**src/rtl/uart_irq_pkg.sv**
```systemverilog
package uart_irq_pkg;
  localparam int unsigned NSRC   = 4;
  localparam int unsigned IER_W  = 4;
  localparam int unsigned IIR_W  = 8;
  localparam int unsigned CODE_W = 3;

  // index equals priority rank: 0 is highest
  typedef enum logic [1:0] {
    SRC_LINE    = 2'd0,
    SRC_RXDATA  = 2'd1,
    SRC_TXEMPTY = 2'd2,
    SRC_MODEM   = 2'd3
  } src_e;

  // identification code of a cause: highest rank gets the largest code
  function automatic logic [CODE_W-1:0] src_code(input int unsigned idx);
    return CODE_W'(NSRC - 1 - idx);
  endfunction

  // enable register bit positions to rank-ordered mask
  function automatic logic [NSRC-1:0] ier_to_mask(input logic [IER_W-1:0] ier);
    logic [NSRC-1:0] m;
    m[SRC_RXDATA]  = ier[0];
    m[SRC_TXEMPTY] = ier[1];
    m[SRC_LINE]    = ier[2];
    m[SRC_MODEM]   = ier[3];
    return m;
  endfunction

  function automatic logic [IIR_W-1:0] pack_iir(input logic fifo_on,
                                                input logic none,
                                                input logic [CODE_W-1:0] code);
    return {fifo_on, fifo_on, 2'b00, code, none};
  endfunction
endpackage

```
**src/rtl/irq_pend_cell.sv**
```systemverilog
module irq_pend_cell (
  input  logic clk,
  input  logic rst_n,
  input  logic set_i,
  input  logic clr_i,
  output logic pend_o,
  output logic pend_nxt_o
);
  always_comb pend_nxt_o = set_i | (pend_o & ~clr_i);

  always_ff @(posedge clk or negedge rst_n) begin
    if (!rst_n) pend_o <= 1'b0;
    else        pend_o <= pend_nxt_o;
  end

  // an event always leaves the flag set, even against a clear
  a_r1_set_wins: assert property (@(posedge clk) disable iff (!rst_n)
    set_i |=> pend_o);
endmodule

```
**src/rtl/irq_prio_enc.sv**
```systemverilog
module irq_prio_enc
  import uart_irq_pkg::*;
#(
  parameter int unsigned N = NSRC
) (
  input  logic [N-1:0]      act_i,
  output logic              any_o,
  output logic [CODE_W-1:0] code_o
);
  logic [N-1:0] grant;

  always_comb begin
    grant  = '0;
    code_o = '0;
    for (int i = N - 1; i >= 0; i--) begin
      if (act_i[i]) begin
        grant    = '0;
        grant[i] = 1'b1;
        code_o   = src_code(i);
      end
    end
    any_o = |act_i;
  end

  // at most one cause is reported at a time
  always_comb begin
    a_r3_grant_onehot: assert ($onehot0(grant));
  end
endmodule

```
**src/rtl/irq_line_shaper.sv**
```systemverilog
module irq_line_shaper #(
  parameter bit PULSE_MODE = 1'b0
) (
  input  logic clk,
  input  logic rst_n,
  input  logic act_any_i,
  input  logic serviced_i,
  input  logic remain_i,
  output logic intr_o
);
  logic gap_q;

  generate
    if (PULSE_MODE) begin : g_pulse
      always_ff @(posedge clk or negedge rst_n) begin
        if (!rst_n) gap_q <= 1'b0;
        else        gap_q <= serviced_i & remain_i;
      end

      // a service with causes left opens a gap in the next cycle
      a_r9_gap_after_service: assert property (@(posedge clk) disable iff (!rst_n)
        (serviced_i && remain_i) |=> !intr_o);
      // the line is only low with causes pending right after such a service
      a_r9_gap_only_after_service: assert property (@(posedge clk) disable iff (!rst_n)
        (!intr_o && act_any_i) |-> $past(serviced_i && remain_i));
    end else begin : g_level
      always_comb gap_q = 1'b0;

      // a service with causes left keeps the line up
      a_r8_no_drop: assert property (@(posedge clk) disable iff (!rst_n)
        (serviced_i && remain_i) |=> intr_o);
    end
  endgenerate

  always_comb intr_o = act_any_i & ~gap_q;
endmodule

```
**src/rtl/uart_irq_ident.sv**
```systemverilog
module uart_irq_ident
  import uart_irq_pkg::*;
#(
  parameter bit PULSE_MODE = 1'b0
) (
  input  logic             clk,
  input  logic             rst_n,
  input  logic             ev_line,
  input  logic             ev_rxdata,
  input  logic             ev_txempty,
  input  logic             ev_modem,
  input  logic             rd_rxbuf,
  input  logic             rd_linestat,
  input  logic             rd_modemstat,
  input  logic             rd_ident,
  input  logic             wr_txhold,
  input  logic             wr_enable,
  input  logic [IER_W-1:0] enable_wdata,
  input  logic             wr_fifoctl,
  input  logic             fifoctl_bit0,
  output logic [IIR_W-1:0] ident,
  output logic             intr
);
  logic [IER_W-1:0]  ier_q, ier_nxt;
  logic              fifo_q;
  logic [NSRC-1:0]   set_v, clr_v, pend_q, pend_nxt;
  logic [NSRC-1:0]   mask_q, mask_nxt, act;
  logic              act_any, serviced, remain, tx_reported;
  logic [CODE_W-1:0] code;

  always_comb ier_nxt = wr_enable ? enable_wdata : ier_q;

  always_ff @(posedge clk or negedge rst_n) begin
    if (!rst_n) begin
      ier_q  <= '0;
      fifo_q <= 1'b0;
    end else begin
      ier_q <= ier_nxt;
      if (wr_fifoctl) fifo_q <= fifoctl_bit0;
    end
  end

  always_comb begin
    tx_reported          = act_any & (code == src_code(SRC_TXEMPTY));
    set_v[SRC_LINE]      = ev_line;
    set_v[SRC_RXDATA]    = ev_rxdata;
    set_v[SRC_TXEMPTY]   = ev_txempty;
    set_v[SRC_MODEM]     = ev_modem;
    clr_v[SRC_LINE]      = rd_linestat;
    clr_v[SRC_RXDATA]    = rd_rxbuf;
    clr_v[SRC_TXEMPTY]   = wr_txhold | (rd_ident & tx_reported);
    clr_v[SRC_MODEM]     = rd_modemstat;
  end

  generate
    for (genvar g = 0; g < NSRC; g++) begin : g_cell
      irq_pend_cell u_cell (
        .clk        (clk),
        .rst_n      (rst_n),
        .set_i      (set_v[g]),
        .clr_i      (clr_v[g]),
        .pend_o     (pend_q[g]),
        .pend_nxt_o (pend_nxt[g])
      );
    end
  endgenerate

  always_comb begin
    mask_q   = ier_to_mask(ier_q);
    mask_nxt = ier_to_mask(ier_nxt);
    act      = pend_q & mask_q;
    serviced = |(act & clr_v & ~set_v);
    remain   = |(pend_nxt & mask_nxt);
  end

  irq_prio_enc #(.N(NSRC)) u_enc (
    .act_i  (act),
    .any_o  (act_any),
    .code_o (code)
  );

  irq_line_shaper #(.PULSE_MODE(PULSE_MODE)) u_shape (
    .clk        (clk),
    .rst_n      (rst_n),
    .act_any_i  (act_any),
    .serviced_i (serviced),
    .remain_i   (remain),
    .intr_o     (intr)
  );

  always_comb ident = pack_iir(fifo_q, ~act_any, code);

  // an all-zero enable write silences the line in the next cycle
  a_r2_zero_enable_quiet: assert property (@(posedge clk) disable iff (!rst_n)
    $past(wr_enable && (enable_wdata == '0)) |-> !intr);
  // both upper flags follow the written FIFO enable bit
  a_r5_fifo_flags: assert property (@(posedge clk) disable iff (!rst_n)
    $past(wr_fifoctl) |-> (ident[7] == $past(fifoctl_bit0)) && (ident[6] == $past(fifoctl_bit0)));
  // a holding register write clears transmit empty unless re-raised
  a_r6_txhold_clears: assert property (@(posedge clk) disable iff (!rst_n)
    $past(wr_txhold && !ev_txempty) |-> !pend_q[SRC_TXEMPTY]);
  // reserved identification bits stay zero
  a_r4_reserved_zero: assert property (@(posedge clk) disable iff (!rst_n)
    ident[5:4] == 2'b00);
  // in level mode the line and the idle bit always disagree
  a_r8_level_matches_ident: assert property (@(posedge clk) disable iff (!rst_n)
    (!PULSE_MODE) |-> (intr == !ident[0]));
endmodule

```
**config.mk**
```make
export PLATFORM = sky130hd
export DESIGN_NAME = uart_irq_ident
export DESIGN_NICKNAME = d
export VERILOG_FILES = /design/src/rtl/uart_irq_pkg.sv /design/src/rtl/irq_pend_cell.sv /design/src/rtl/irq_prio_enc.sv /design/src/rtl/irq_line_shaper.sv /design/src/rtl/uart_irq_ident.sv
export SDC_FILE = /design/constraint.sdc
export NUM_CORES = 1
export LEC_CHECK = 0
export BUFFER_PORTS_ARGS = -buffer_cell sky130_fd_sc_hd__buf_2
export CAP_MARGIN = 5
export CORE_AREA = 2 2 39 41
export CTS_CLUSTER_SIZE = 28
export DETAILED_ROUTE_END_ITERATION = 10
export DIE_AREA = 0 0 41 43
export PLACE_DENSITY = 0.68
export SYNTH_ARGS = -nofsm -noshare
export SYNTH_HDL_FRONTEND = slang
export SYNTH_SLANG_ARGS = --single-unit
```
**constraint.sdc**
```tcl
create_clock -name clk -period 0.8 [get_ports clk]
set_input_delay 0.04 -clock clk [delete_from_list [all_inputs] [get_ports clk]]
set_output_delay 0.04 -clock clk [all_outputs]
set_load 0.02 [all_outputs]
```
== Word level (Yosys, flattened, before mapping) ==
Cells that the tools add are included.
Storage, ports and cells
  register bits: 9
  latch bits: 0
  memory bits (writable): 0
  ROM bits: 0
  input port bits: 18
  word-level logic and storage cells: 28
  memories kept: 0
Cells by class
  $add $sub $neg: 0
  multipliers: 0
  div/mod/pow operators: 0
  order comparisons: 0
  equal/unequal tests: 1
  shift-type cells: 0
  muxes and demuxes: 3
  bitwise logic cells: 17
  reduce and logical (&&, ||, !) cells: 1
Operators with widths (count)
  1-bit bitwise AND: 6
  1-bit NOT: 5
  1-bit OR: 5
  4-bit bitwise AND: 1
  2-bit 2-to-1 mux: 2
  4-bit OR reduction: 1
  3-bit by 1-bit == test with 1-bit output (second input constant): 1
  1-bit 2-to-1 mux: 1

== Logic depth before layout (Yosys ltp) ==
  word-level depth: 11
  mapped depth: 2
  depth with buffers taken out: 2

== Hierarchy ==
From an unflattened synthesis, not the netlist that was laid out.
Second synthesis, totals
  cell total of the unflattened synthesis: 50
  area, all modules: 529.3 um^2
Modules (own cells, without submodules)
  uart_irq_ident: times used 1, cells each 31, area each 341.6 um^2, sequential area each 125.1 um^2
  irq_pend_cell: times used 4, cells each 3, area each 36.3 um^2, sequential area each 25.0 um^2
  irq_prio_enc: times used 1, cells each 6, area each 35.0 um^2, sequential area each 0.0 um^2
  irq_line_shaper: times used 1, cells each 1, area each 7.5 um^2, sequential area each 0.0 um^2

== Worst setup path after synthesis ==
No wires, ideal clock.
  path kind: register to output
  start point: register ier_q[0]
  end point: output port ident[0]
  arrival time: 1240 ps
  data required time: 760 ps
  slack: -480 ps
  stages on the path, launching flop included: 3
  buffers on the path: 0
  path through: dfrtp_1 > a22o_4 > a221oi_1
Between the ends
  cells in the longest elaborated chain, start to end: 3
Ends and longest elaborated chain
  from (decl): RTL line uart_irq_ident.sv:24  | logic [IER_W-1:0] ier_q, ier_nxt;
  from (signal assigned): RTL line uart_irq_ident.sv:38  | ier_q <= ier_nxt;
  4-bit bitwise AND: RTL line uart_irq_ident.sv:71  | act = pend_q & mask_q;
  4-bit OR reduction: RTL line irq_prio_enc.sv:22  | any_o = |act_i;
  1-bit NOT: RTL line uart_irq_ident.sv:91  | always_comb ident = pack_iir(fifo_q, ~act_any, code);
  to (decl): RTL line uart_irq_ident.sv:21  | output logic [IIR_W-1:0] ident,
No other way between the ends.

== Worst setup path after layout ==
  start point: register ier_q[0]
  end point: output port intr
Between the ends
  cells in the longest elaborated chain, start to end: 2
Ends and longest elaborated chain
  4-bit bitwise AND: RTL line uart_irq_ident.sv:71
  4-bit OR reduction: RTL line irq_prio_enc.sv:22
  to (decl): RTL line uart_irq_ident.sv:22  | output logic intr
No other way between the ends.

==> summary.md <==
| Metric | Value |
|---|---|
| Final Net Count | 89 |
| CP max-delay cell | dfrtp_1 |
| Synthesized area per cell | 12.62 µm² |
| Drt first pass iters | 3 |
| CTS Buf Count | 3 |
| WS Path Type | reg -> out |
| I/O Pins | 27 |
| Die Area | 0.001763 mm² |
| Synthesized flop and latch total | 9 |
| Synth top area cells | dfrtp_1 (52%), mux2_1 (10%), buf_4 (8.7%) |
| CP Capture Type | output port |
| CTS tree | yes |
| Mapped cell area | 429.2 µm² |
| Final hold viol count | 1 |
| Total clock sinks | 9 |
| PwrDens | 1741 mW/mm² |
| Vias | 378 |
| First-pass GRT wire length | 1462 µm |
| Switching Fraction | 0.2752 |
| Post-route clock skew | 0.001335 ns |
| Syn-to-layout area delta | 73.76% |
| Worst setup margin | -0.5769 ns |
| P_int | 940.7 µW |
| Sequential element share of the synthesized area | 0.5248 |
| Net Sw Power | 357.2 µW |
| Initial DRC Count | 4 |
| Yosys top cell area share | 0.5248 |
| Clock Latency Late Sink | 0.25 ns |
| Gpl congestion | 0.7099 |
| Slew Viols, Final | 0 |
| Clk pwr share | 0.261 |
| Buf/Inv on CP | 1 |
| Max_cap viols | 0 |
| Crit path time final | 1.377 ns |
| Crit path max fanout | 4 |
| Clock root buffer | clkbuf_4 |
| Die H | 43 µm |
| Worst-path clk slew | 0.06 ns |
| DP Wirelength | 681.4 µm |
| Endpoints failing setup | 11 |
| Vias in the first global route | 362 |
| RSZ-0062 raised after global routing | true |
| Placed cell areas | 574.3 µm² |
| Initial core utilization | 0.3101 |
| Violated checks | negative hold slack, negative setup slack |
| Share of layout cells above drive strength 1 | 0.6000 |
| Hold Slack | -0.0006736 ns |
| Initial antenna violation count | 0 |
| Largest net degree at the start of global routing | 10 |
| Total congestion overflow | 0 |
| Post-layout instance area | 745.7 µm² |
| P_leak | 0.3854 nW |
| Final wirelength | 1006 µm |
| Sequential share of power | 0.418 |
| Worst setup SP type | flip-flop |
| Fin crit share | 1.721 |
| Routed WL per cell | 11.70 µm |
| Placeable Area | 0.001384 mm² |
| Netlist cell types | 15 |
| Drt via density | 4.395 |
| Comb pwr share | 0.320 |
| Crit-path leading delay family | compound AO/OA/AOI/OAI gates |
| Rows | 14 |
| Post-synthesis instance total | 34 |
| All-layer global routing usage | 0.1287 |
| Width of the chip | 41 µm |
| Bufs on Longest Clock Path | 2 |
| Critical path, cell by cell | a22o_4 -> a221o_1 -> buf_6 |
| DRC Markers | 0 |
| Most common cell after layout, fill and taps aside | buf_2 |
| Setup WS pre-CTS | -0.3139 ns |
| Peak supply drop | 0.8448 mV |
| Antenna Cells | 0 |
| Leading cell types in the layout, fill and taps excluded | buf_2 (17), buf_6 (10), dfrtp_1 (9), dlygate4sd3_1 (4), buf_4 (4) |
| Crit path DAT | 1.34 ns |
| H-tree depth reported by CTS | 1 |
| Cell taking the most area after synthesis | dfrtp_1 |
| Synth warn | 0 |
| Antenna violation net count after detailed routing | 0 |
| Fmax | 726.2 MHz |
| Power after layout | 1.298 mW |
| Min-delay worst type | in -> reg |
| Max incr delay on CP | 0.40 ns |
| Worst EP required | 0.76 ns |
| Status | complete, but fails checks |
| Port bufs | 23 |
==> path summary, 6_finish.rpt <==
kind | end | depth (start not counted) | slack [ns] | from
max in group asynchronous | g_cell[3].u_cell.pend_o | 2 | 0.45 | rst_n
min in group asynchronous | g_cell[0].u_cell.pend_o | 2 | 0.17 | rst_n
max | intr | 3 | -0.58 | ier_q[0]
max reg2reg | g_cell[2].u_cell.pend_o | 3 | -0.25 | ier_q[0]
min reg2reg | g_cell[3].u_cell.pend_o | 1 | 0.57 | g_cell[3].u_cell.pend_o
min | ier_q[1] | 2 | -0.0007 | enable_wdata[1]
==> worst register-to-register path, stage by stage, from the launching register on <==
cell and delay, ns:
dfrtp_1 0.40, a22o_4 0.27, buf_4 0.13, o22a_1 0.14
==> cells in the mapped netlist <==
| cell type | instances |
|---|---|
| mux2_2 | 1 |
| dfrtp_1 | 9 |
| conb_1 | 1 |
| mux2_1 | 4 |
| o22a_1 | 1 |
| a32o_1 | 1 |
| nand2_1 | 1 |
| buf_4 | 5 |
| a221o_1 | 1 |
| nand3b_1 | 1 |
| inv_1 | 3 |
| a221oi_1 | 1 |
| a21o_1 | 3 |
| a22o_4 | 1 |
| nor2b_1 | 1 |
==> metrics by stage <==
| step | utilization | cells | TNS, ns |
|---|---|---|---|
| global route | 0.5389 | 86 | -3.181 |
| floorplan | - | 36 | -0.6384 |
| detailed placement | 0.4150 | 73 | -1.237 |
| global placement | 0.4150 | 73 | -1.146 |
| finish | 0.5389 | 86 | -2.823 |
| CTS | 0.5154 | 84 | -2.633 |
==> cells by family (layout without fill, tap and decap cells) <==
kind of cell	count (synthesis)	count (layout)	share of synthesized area
mux	5	5	0.1312
buf+inv	8	42	0.1137
flops	9	9	0.5248
other cells	1	3	0.008738
compound gates	8	8	0.1808
simple gates	3	3	0.04082
==> area by class of cell <==
type / instances / area [µm²]
fillers: 131 / 638.1
repair buffers: 35 / 267.8
flip-flops and latches: 9 / 225.2
multi-input cells: 19 / 195.2
clock buffers: 4 / 26.28
well taps: 16 / 20.02
inverters: 3 / 11.26
==> per-layer routing <==
metal	global-route usage	part of all wire	vias up
met5	0	0	-
met4	0.1000	0.014	0
met3	0.01571	0.048	2
met2	0.2094	0.55	12
met1	0.1391	0.38	178
li1	-	-	186
==> power by group through the flow <==
stage | Clock [mW] | Combinational [mW] | Sequential [mW]
floorplan | 0 | 0.182 | 0.542
global placement | 0 | 0.272 | 0.547
detailed placement | 0 | 0.274 | 0.549
CTS | 0.361 | 0.380 | 0.543
global route | 0.373 | 0.446 | 0.548
finish | 0.339 | 0.416 | 0.543
==> flip-flops by register name, indices dropped and copies added (netlist names) <==
name,count
fifo_q,1
g_cell.u_cell.pend_o,4
ier_q,4
==> what timing repair did <==
action | 4_1_cts | 5_1_grt
pin swaps | 1 | 2
endpoints found under the setup margin | 11 | 13
hold endpoints to repair | 14 | 0
gates resized for setup | 16 | 5
hold buffers | 4 | 0
setup buffers | 3 | 2
(Power assumes the default switching activity.)
